===== src/rtl/alm_pkg.sv =====
`timescale 1ns/1ps
package alm_pkg;
    localparam int N_ALARM = 4;
    localparam int CAUSE_W = 2 * N_ALARM;
    localparam int DATA_W  = CAUSE_W;
    localparam int SEL_W   = 2;
    localparam int REF_BIT = 3;
    localparam int SYNC_STAGES = 2;

    typedef enum logic [SEL_W-1:0] {
        REG_CFG   = 2'd0,
        REG_STAT  = 2'd1,
        REG_CAUSE = 2'd2,
        REG_REF   = 2'd3
    } reg_sel_e;

    typedef enum logic {
        ST_QUIET   = 1'b0,
        ST_PENDING = 1'b1
    } irq_state_e;
endpackage


===== src/rtl/alm_sync.sv =====
`timescale 1ns/1ps
// Multi-stage level synchroniser; reset preloads every stage with the input
module alm_sync #(
    parameter int W      = 4,
    parameter int STAGES = 2
) (
    input  logic         clk,
    input  logic         rst_n,
    input  logic [W-1:0] din,
    output logic [W-1:0] q
);
    logic [W-1:0] stage_q [STAGES];

    always_ff @(posedge clk) begin
        if (!rst_n) begin
            for (int s = 0; s < STAGES; s++) stage_q[s] <= din;
        end else begin
            stage_q[0] <= din;
            for (int s = 1; s < STAGES; s++) stage_q[s] <= stage_q[s-1];
        end
    end

    assign q = stage_q[STAGES-1];
endmodule


===== src/rtl/alm_cause.sv =====
`timescale 1ns/1ps
// Transition detector, sticky cause register and interrupt state machine
module alm_cause
    import alm_pkg::*;
(
    input  logic               clk,
    input  logic               rst_n,
    input  logic [N_ALARM-1:0] lvl,
    input  logic               clr,
    output logic [CAUSE_W-1:0] edges,
    output logic [CAUSE_W-1:0] cause,
    output logic               irq
);
    logic [N_ALARM-1:0] lvl_d;
    irq_state_e         state_q, state_d;

    // history: loaded with the level during reset so held alarms raise nothing
    always_ff @(posedge clk) begin
        lvl_d <= lvl;
    end

    for (genvar i = 0; i < N_ALARM; i++) begin : g_edge
        assign edges[2*i]   =  lvl[i] & ~lvl_d[i];
        assign edges[2*i+1] = ~lvl[i] &  lvl_d[i];
    end

    always_ff @(posedge clk) begin
        if (!rst_n)   cause <= '0;
        else if (clr) cause <= edges;
        else          cause <= cause | edges;
    end

    // state register
    always_ff @(posedge clk) begin
        if (!rst_n) state_q <= ST_QUIET;
        else        state_q <= state_d;
    end

    // transitions: event (QUIET->PENDING), drain (PENDING->QUIET)
    always_comb begin
        state_d = state_q;
        unique case (state_q)
            ST_QUIET:   if (|edges) state_d = ST_PENDING;
            ST_PENDING: if (clr && !(|edges)) state_d = ST_QUIET;
            default:    state_d = ST_QUIET;
        endcase
    end

    // outputs
    always_comb begin
        irq = (state_q == ST_PENDING);
    end
endmodule


===== src/rtl/alm_event_latch.sv =====
`timescale 1ns/1ps
module alm_event_latch
    import alm_pkg::*;
#(
    parameter logic [3:0] IRQ_ID = 4'd5
) (
    input  logic               clk,
    input  logic               rst_n,
    input  logic [N_ALARM-1:0] alarm_in,
    input  logic               ref_in_use,
    input  logic               rd_en,
    input  logic [SEL_W-1:0]   rd_addr,
    output logic [DATA_W-1:0]  rd_data,
    output logic               irq
);
    logic [N_ALARM-1:0] lvl_s;
    logic               ref_s;
    logic [CAUSE_W-1:0] edges_w;
    logic [CAUSE_W-1:0] cause_q;
    logic               clr_w;
    reg_sel_e           sel;

    alm_sync #(.W(N_ALARM), .STAGES(SYNC_STAGES)) u_sync_alm (
        .clk (clk),
        .rst_n (rst_n),
        .din (alarm_in),
        .q   (lvl_s)
    );

    alm_sync #(.W(1), .STAGES(SYNC_STAGES)) u_sync_ref (
        .clk (clk),
        .rst_n (rst_n),
        .din (ref_in_use),
        .q   (ref_s)
    );

    assign sel   = reg_sel_e'(rd_addr);
    assign clr_w = rd_en && (sel == REG_CAUSE);

    alm_cause u_cause (
        .clk   (clk),
        .rst_n (rst_n),
        .lvl   (lvl_s),
        .clr   (clr_w),
        .edges (edges_w),
        .cause (cause_q),
        .irq   (irq)
    );

    always_comb begin
        rd_data = '0;
        unique case (sel)
            REG_CFG:   rd_data[3:0] = IRQ_ID;
            REG_STAT:  for (int i = 0; i < N_ALARM; i++) rd_data[DATA_W-1-i] = lvl_s[i];
            REG_CAUSE: rd_data = cause_q;
            REG_REF:   rd_data[REF_BIT] = ref_s;
            default:   rd_data = '0;
        endcase
    end
endmodule


===== config.mk =====
export PLATFORM = sky130hd
export DESIGN_NAME = alm_event_latch
export DESIGN_NICKNAME = d
export VERILOG_FILES = /design/src/rtl/alm_pkg.sv /design/src/rtl/alm_sync.sv /design/src/rtl/alm_cause.sv /design/src/rtl/alm_event_latch.sv
export SDC_FILE = /design/constraint.sdc
export NUM_CORES = 1
export LEC_CHECK = 0
export BUFFER_PORTS_ARGS = -buffer_cell sky130_fd_sc_hd__clkbuf_2
export CAP_MARGIN = 20
export CORE_UTILIZATION = 25
export DETAILED_ROUTE_END_ITERATION = 10
export PLACE_DENSITY = 0.39
export SYNTH_ARGS = -nofsm -noshare
export SYNTH_HDL_FRONTEND = slang
export SYNTH_HIERARCHICAL = 1
export SYNTH_SLANG_ARGS = --single-unit

===== constraint.sdc =====
create_clock -name clk -period 1.5 [get_ports clk]
set_input_delay 0.15 -clock clk [delete_from_list [all_inputs] [get_ports clk]]
set_output_delay 0.15 -clock clk [all_outputs]
set_load 0.01 [all_outputs]

# After elaboration in Yosys (flattened, before gate mapping)
# Memories as Yosys holds them, arrays and structs flattened.
# Index checks and enable logic that the tools add are counted.
dict set report word_totals {
  regBits 13
  ramBits 10
  in_bits 10
  out_inout_bits 9
  elab_cells 48
  n_memories 2
}
dict set report classes {
  eq_ne 3
  muxes 13
  bitwise_logic 22
  reduce_logical 5
}
# name depth width read_ports rd_clocked_by_memory_dff write_ports line
set mem_list {}
lappend mem_list {u_sync_alm.stage_q 2 4 2 0 2 alm_sync.sv:12} ;# logic [W-1:0] stage_q [STAGES];
lappend mem_list {u_sync_ref.stage_q 2 1 2 0 2 alm_sync.sv:12}
# operator count
set op_table {}
lappend op_table {{1-bit NOT} 9}
lappend op_table {{1-bit AND} 8}
lappend op_table {{4-bit two-way mux} 2}
lappend op_table {{8-bit two-way mux} 1}
lappend op_table {{8-bit OR} 1}
lappend op_table {{4-bit case mux with 2 select lines} 1}
lappend op_table {{8-bit OR reduction} 1}
lappend op_table {{1-bit two-way mux} 6}
lappend op_table {{3-bit case mux with 2 select lines} 1}
lappend op_table {{2-bit == test (second input constant)} 2}
lappend op_table {{1-bit OR} 4}
lappend op_table {{1-bit case mux with 2 select lines} 2}
lappend op_table {{2-bit by 1-bit == test with 1-bit output (second input constant)} 1}
lappend op_table {{1-bit logical AND} 2}
lappend op_table {{2-bit zero test} 1}
lappend op_table {{1-bit zero test} 1}

# Logic depth before layout (Yosys ltp)
dict set report logic_depth {
  ltp_word 7
  depth_mapped 6
  ltp_nobuf 5
}

# Cells and area by module
# Netlist, hierarchy kept.
# module instances cells_each area_each_um2 seq_area_each_um2
set by_module_without_submodules {}
lappend by_module_without_submodules {alm_cause 1 49 525.5 260.2}
lappend by_module_without_submodules {{alm_sync at u_sync_alm} 1 16 235.2 160.2}
lappend by_module_without_submodules {alm_event_latch 1 20 160.2 0.0}
lappend by_module_without_submodules {{alm_sync at u_sync_ref} 1 3 55.1 40.0}

# Worst setup path after synthesis
# Ideal clock, no wire load.
dict set report synth_path {
  kind {input port to flip-flop}
  startpoint {input rd_addr[0]}
  endpoint {register u_cause.state_q (netlist: u_cause/irq)}
  setup_time_ns 0.115
  arrival_time_ns 0.943
  required_time_ns 1.385
  path_slack_ns 0.442
  cell_stages 6
  path_buffers 1
  cell_sequence {inv_1 -> ha_1 -> buf_6 -> and2_1 -> nor2b_1 -> o21a_1}
}
dict set report synth_via {
  elab_chain_cells 5
}
# element line
set synth_lines {}
lappend synth_lines {{start: declaration} alm_event_latch.sv:12} ;# input logic [SEL_W-1:0] rd_addr,
lappend synth_lines {{2-bit == test} alm_event_latch.sv:38} ;# assign clr_w = rd_en && (sel == REG_CAUSE);
lappend synth_lines {{1-bit logical AND} alm_event_latch.sv:38}
lappend synth_lines {{via clr_w} alm_event_latch.sv:20} ;# logic clr_w;
lappend synth_lines {{1-bit logical AND} alm_cause.sv:44} ;# ST_PENDING: if (clr && !(|edges)) state_d = ST_QUIET;
lappend synth_lines {{1-bit two-way mux} alm_cause.sv:44}
lappend synth_lines {{1-bit case mux with 2 select lines} alm_cause.sv:42} ;# unique case (state_q)
lappend synth_lines {{end signal: assignment} alm_cause.sv:36} ;# else state_q <= state_d;
lappend synth_lines {{end: declaration} alm_cause.sv:15} ;# irq_state_e state_q, state_d;
# The timed path passes the listed nets, and every way through them passes these cells.
# A chain may end at the register's enable or synchronous reset.

==> results.md <==
GRT
* 0 — number of antenna violations at the first check in global routing
* 2820 µm — first-pass GRT wire length
* 15 — maximum number of pins on one net before global-route repair
* 587 — via count of the first global-routing pass
* 9.17% — GRT Resource Usage Total
* 0 — global route total overflow

Worst setup path
* 1350 ps — Req. time, crit path
* a22oi_1, nor2b_1, clkbuf_2 — chain of cells forming the critical path
* 4 — Critical Path Fanout Max
* 390 ps — flop2flop setup slack
* flip-flops — Worst path top cell family by delay
* 400 ps — CP peak stage delay
* dfxtp_1 — slowest cell on the critical path
* flip-flop — startpoint type of the worst setup path
* 1 — number of buffers and inverters on the critical path
* 1050 ps — CP arrival
* reg2out — path type of the worst setup path
* primary output — Worst setup EP type

CTS
* 2 — maximum number of buffers from clock root to sink
* 23 — Sink Count
* 3 — clock buffer count from CTS
* 0 — post-cts sizing count
* 1 — # H-tree levels
* 260 ps — latest clock arrival within the worst-skew pair
* clkbuf_8 — master cell of the clock root buffer
* 80 ps — clock transition at the registers of the reported paths
* yes — TritonCTS clock tree

Floorplan
* 64.5 µm — Horiz. Die Dim
* 4160 µm² — Die ar.
* 3720 µm² — Core Footprint
* 26.3% — starting density of the core
* 22 — count of standard-cell rows
* 19 — top-level I/O count
* 64.5 µm — overall die height

Yosys
* dfxtp_1 — area leader, netlist
* 976 µm² — post-synthesis cell area
* dfxtp_1 (47%), ha_1 (15%), nor2b_1 (8.3%), o21a_1 (6.9%), mux2_2 (4.6%) — biggest area contributors in the synthesized netlist
* 47.2% — share of synthesized area occupied by flip-flops and latches
* 11.1 µm² — Syn Area/Cell
* dfxtp_1 — cell with the most instances after synthesis
* 0 — count of flip-flops with a built-in enable after synthesis
* dfxtp_1 — primary flip-flop cell chosen by synthesis mapping
* 23 — Synth Register Bits
* 47.2% — share of the synthesized area in the top cell type
* 15 — Cell variety after synth
* 88 — cell count after synthesis
* dfxtp_1 (23), nor2b_1 (13), ha_1 (12), inv_1 (10), o21a_1 (9) — commonest cells in the netlist
* 6 — count of warnings emitted by yosys
* 0% — async set-reset flop share out of synthesis
* 110 — Post-Synthesis Net Count

Place
* 149 — count of placed standard cells including taps
* 0.713 — routability cong.
* 18 — count of port buffers added during placement

Route
* 10.7 µm — routed wirelength normalized by instance count
* 0 — final routed DRC violation total
* 3.92 — Vias/cell
* 0 — final antenna-violating net count
* 1680 µm — DRT Wirelength
* 2 — number of iterations in the first detailed-routing pass
* 16 — DRC violation total after the first TritonRoute iteration
* 619 — via count

STA
* 332 ps — final hold slack
* 75.9% — remaining max-slew budget at the tightest pin
* 79.8% — Period Utilization, post-route
* 362 ps — worst-margin pin slew
* 0 — total of endpoints with negative setup slack in the final report
* 0 — Slew Viols, Final
* 1200 ps — shortest period the worst path allows
* no — RSZ-0062 raised after global routing
* 836 MHz — maximum frequency from static timing analysis
* 0 ps — aggregate negative setup slack
* 4.27 ps — Setup Skew
* 0 — number of hold violations in the final report

Flow run
* 0 — maxcap violations

Power and ir drop
* 0.000579 µW — leakage
* 13.0% — part of the power in combinational logic
* 0.876 mV — largest vdd supply drop
* 1030 nW/µm² — Pwr Density
* 935 µW — total internal power
* 1220 µW — total power of the final layout
* 31.2% — share of total power in the clock network
* 288 µW — Sw Pwr
* 55.8% — Flop pwr share
* 23.6% — Sw Share

Hold path
* in2reg — class of the worst hold path

Final layout
* 24.5% — fraction of final layout cells with drive strength greater than 1
* 21.2% — synthesis-to-layout area growth
* 0 — n_diodes
* 158 — non-filler cells in the finished layout
* 133 — net count reported at finish

Run status
* finished, final reports clean — result of the run

## power by group through the flow
stage / logic, µW / registers (µW) / clock network (µW)
detailed placement: 152 / 697 / 0
global route: 181 / 688 / 423
finish: 159 / 682 / 381
CTS: 164 / 683 / 397
floorplan: 118 / 685 / 0
global placement: 150 / 698 / 0
## final cells by class
cell class                      instances  area (µm²)
Fill cell                             397        2530
Sequential cell                        23         460
Multi-Input combinational cell         49         432
Timing Repair Buffer                   24         148
Tap cell                               48        60.1
Clock buffer                            4        45.0
Inverter                               10        37.5
## state kept, by name, indices dropped and copies added, names as in the netlist
signal,count
u_sync_alm/stage_q,8
u_sync_ref/stage_q,2
u_cause/irq,1
u_cause/lvl_d,4
u_cause/cause,8
## final timing paths
kind,from,to,depth (start not counted)
setup reg to reg,u_sync_alm/stage_q[0][6],u_cause/irq,4
hold / removal,rst_n,u_cause/cause[5],2
setup / recovery,u_sync_alm/stage_q[0][4],rd_data[7],3
hold reg to reg,u_sync_alm/stage_q[0][6],u_cause/lvl_d[2],0
## layer usage
layer	wire (µm)	global-route usage, %
met2	668	13.0
met5	0	0
met4	19	2.50
met1	884	12.4
met3	111	4.23
## per-stage QoR
step	utilization (%)	area, µm²	setup slack, ps
after floorplan	-	976	442
after global placement	29.3	1090	315
after detailed placement	29.3	1090	267
after CTS	31.8	1180	280
after global routing	31.8	1180	175
final	31.8	1180	303
## placed cells by master (no fill, tap or decap), drive strengths merged
master	instances
and2	2
o21a	9
dfxtp	23
clkbuf	22
nand4	1
inv	10
dlygate4sd3	5
ha	12
a22oi	4
buf	1
a21o	2
a22o	1
mux2	5
nor2b	13
## repair_timing
action / in CTS / in global routing
hold buffers: 5 / 0
hold endpoints to repair: 5 / 0
buffers inserted: 0 / 0
## cell families after synthesis
| family | after synthesis | synth area share, % |
|---|---|---|
| AOI/OAI and AO/OA | 16 | 12.4 |
| adders and majority gates | 12 | 15.4 |
| buffers and inverters | 16 | 8.59 |
| DFF | 23 | 47.2 |
| muxes | 5 | 6.15 |
| and+or+nand+nor | 16 | 10.3 |
Power figures use the tool's default switching activity.
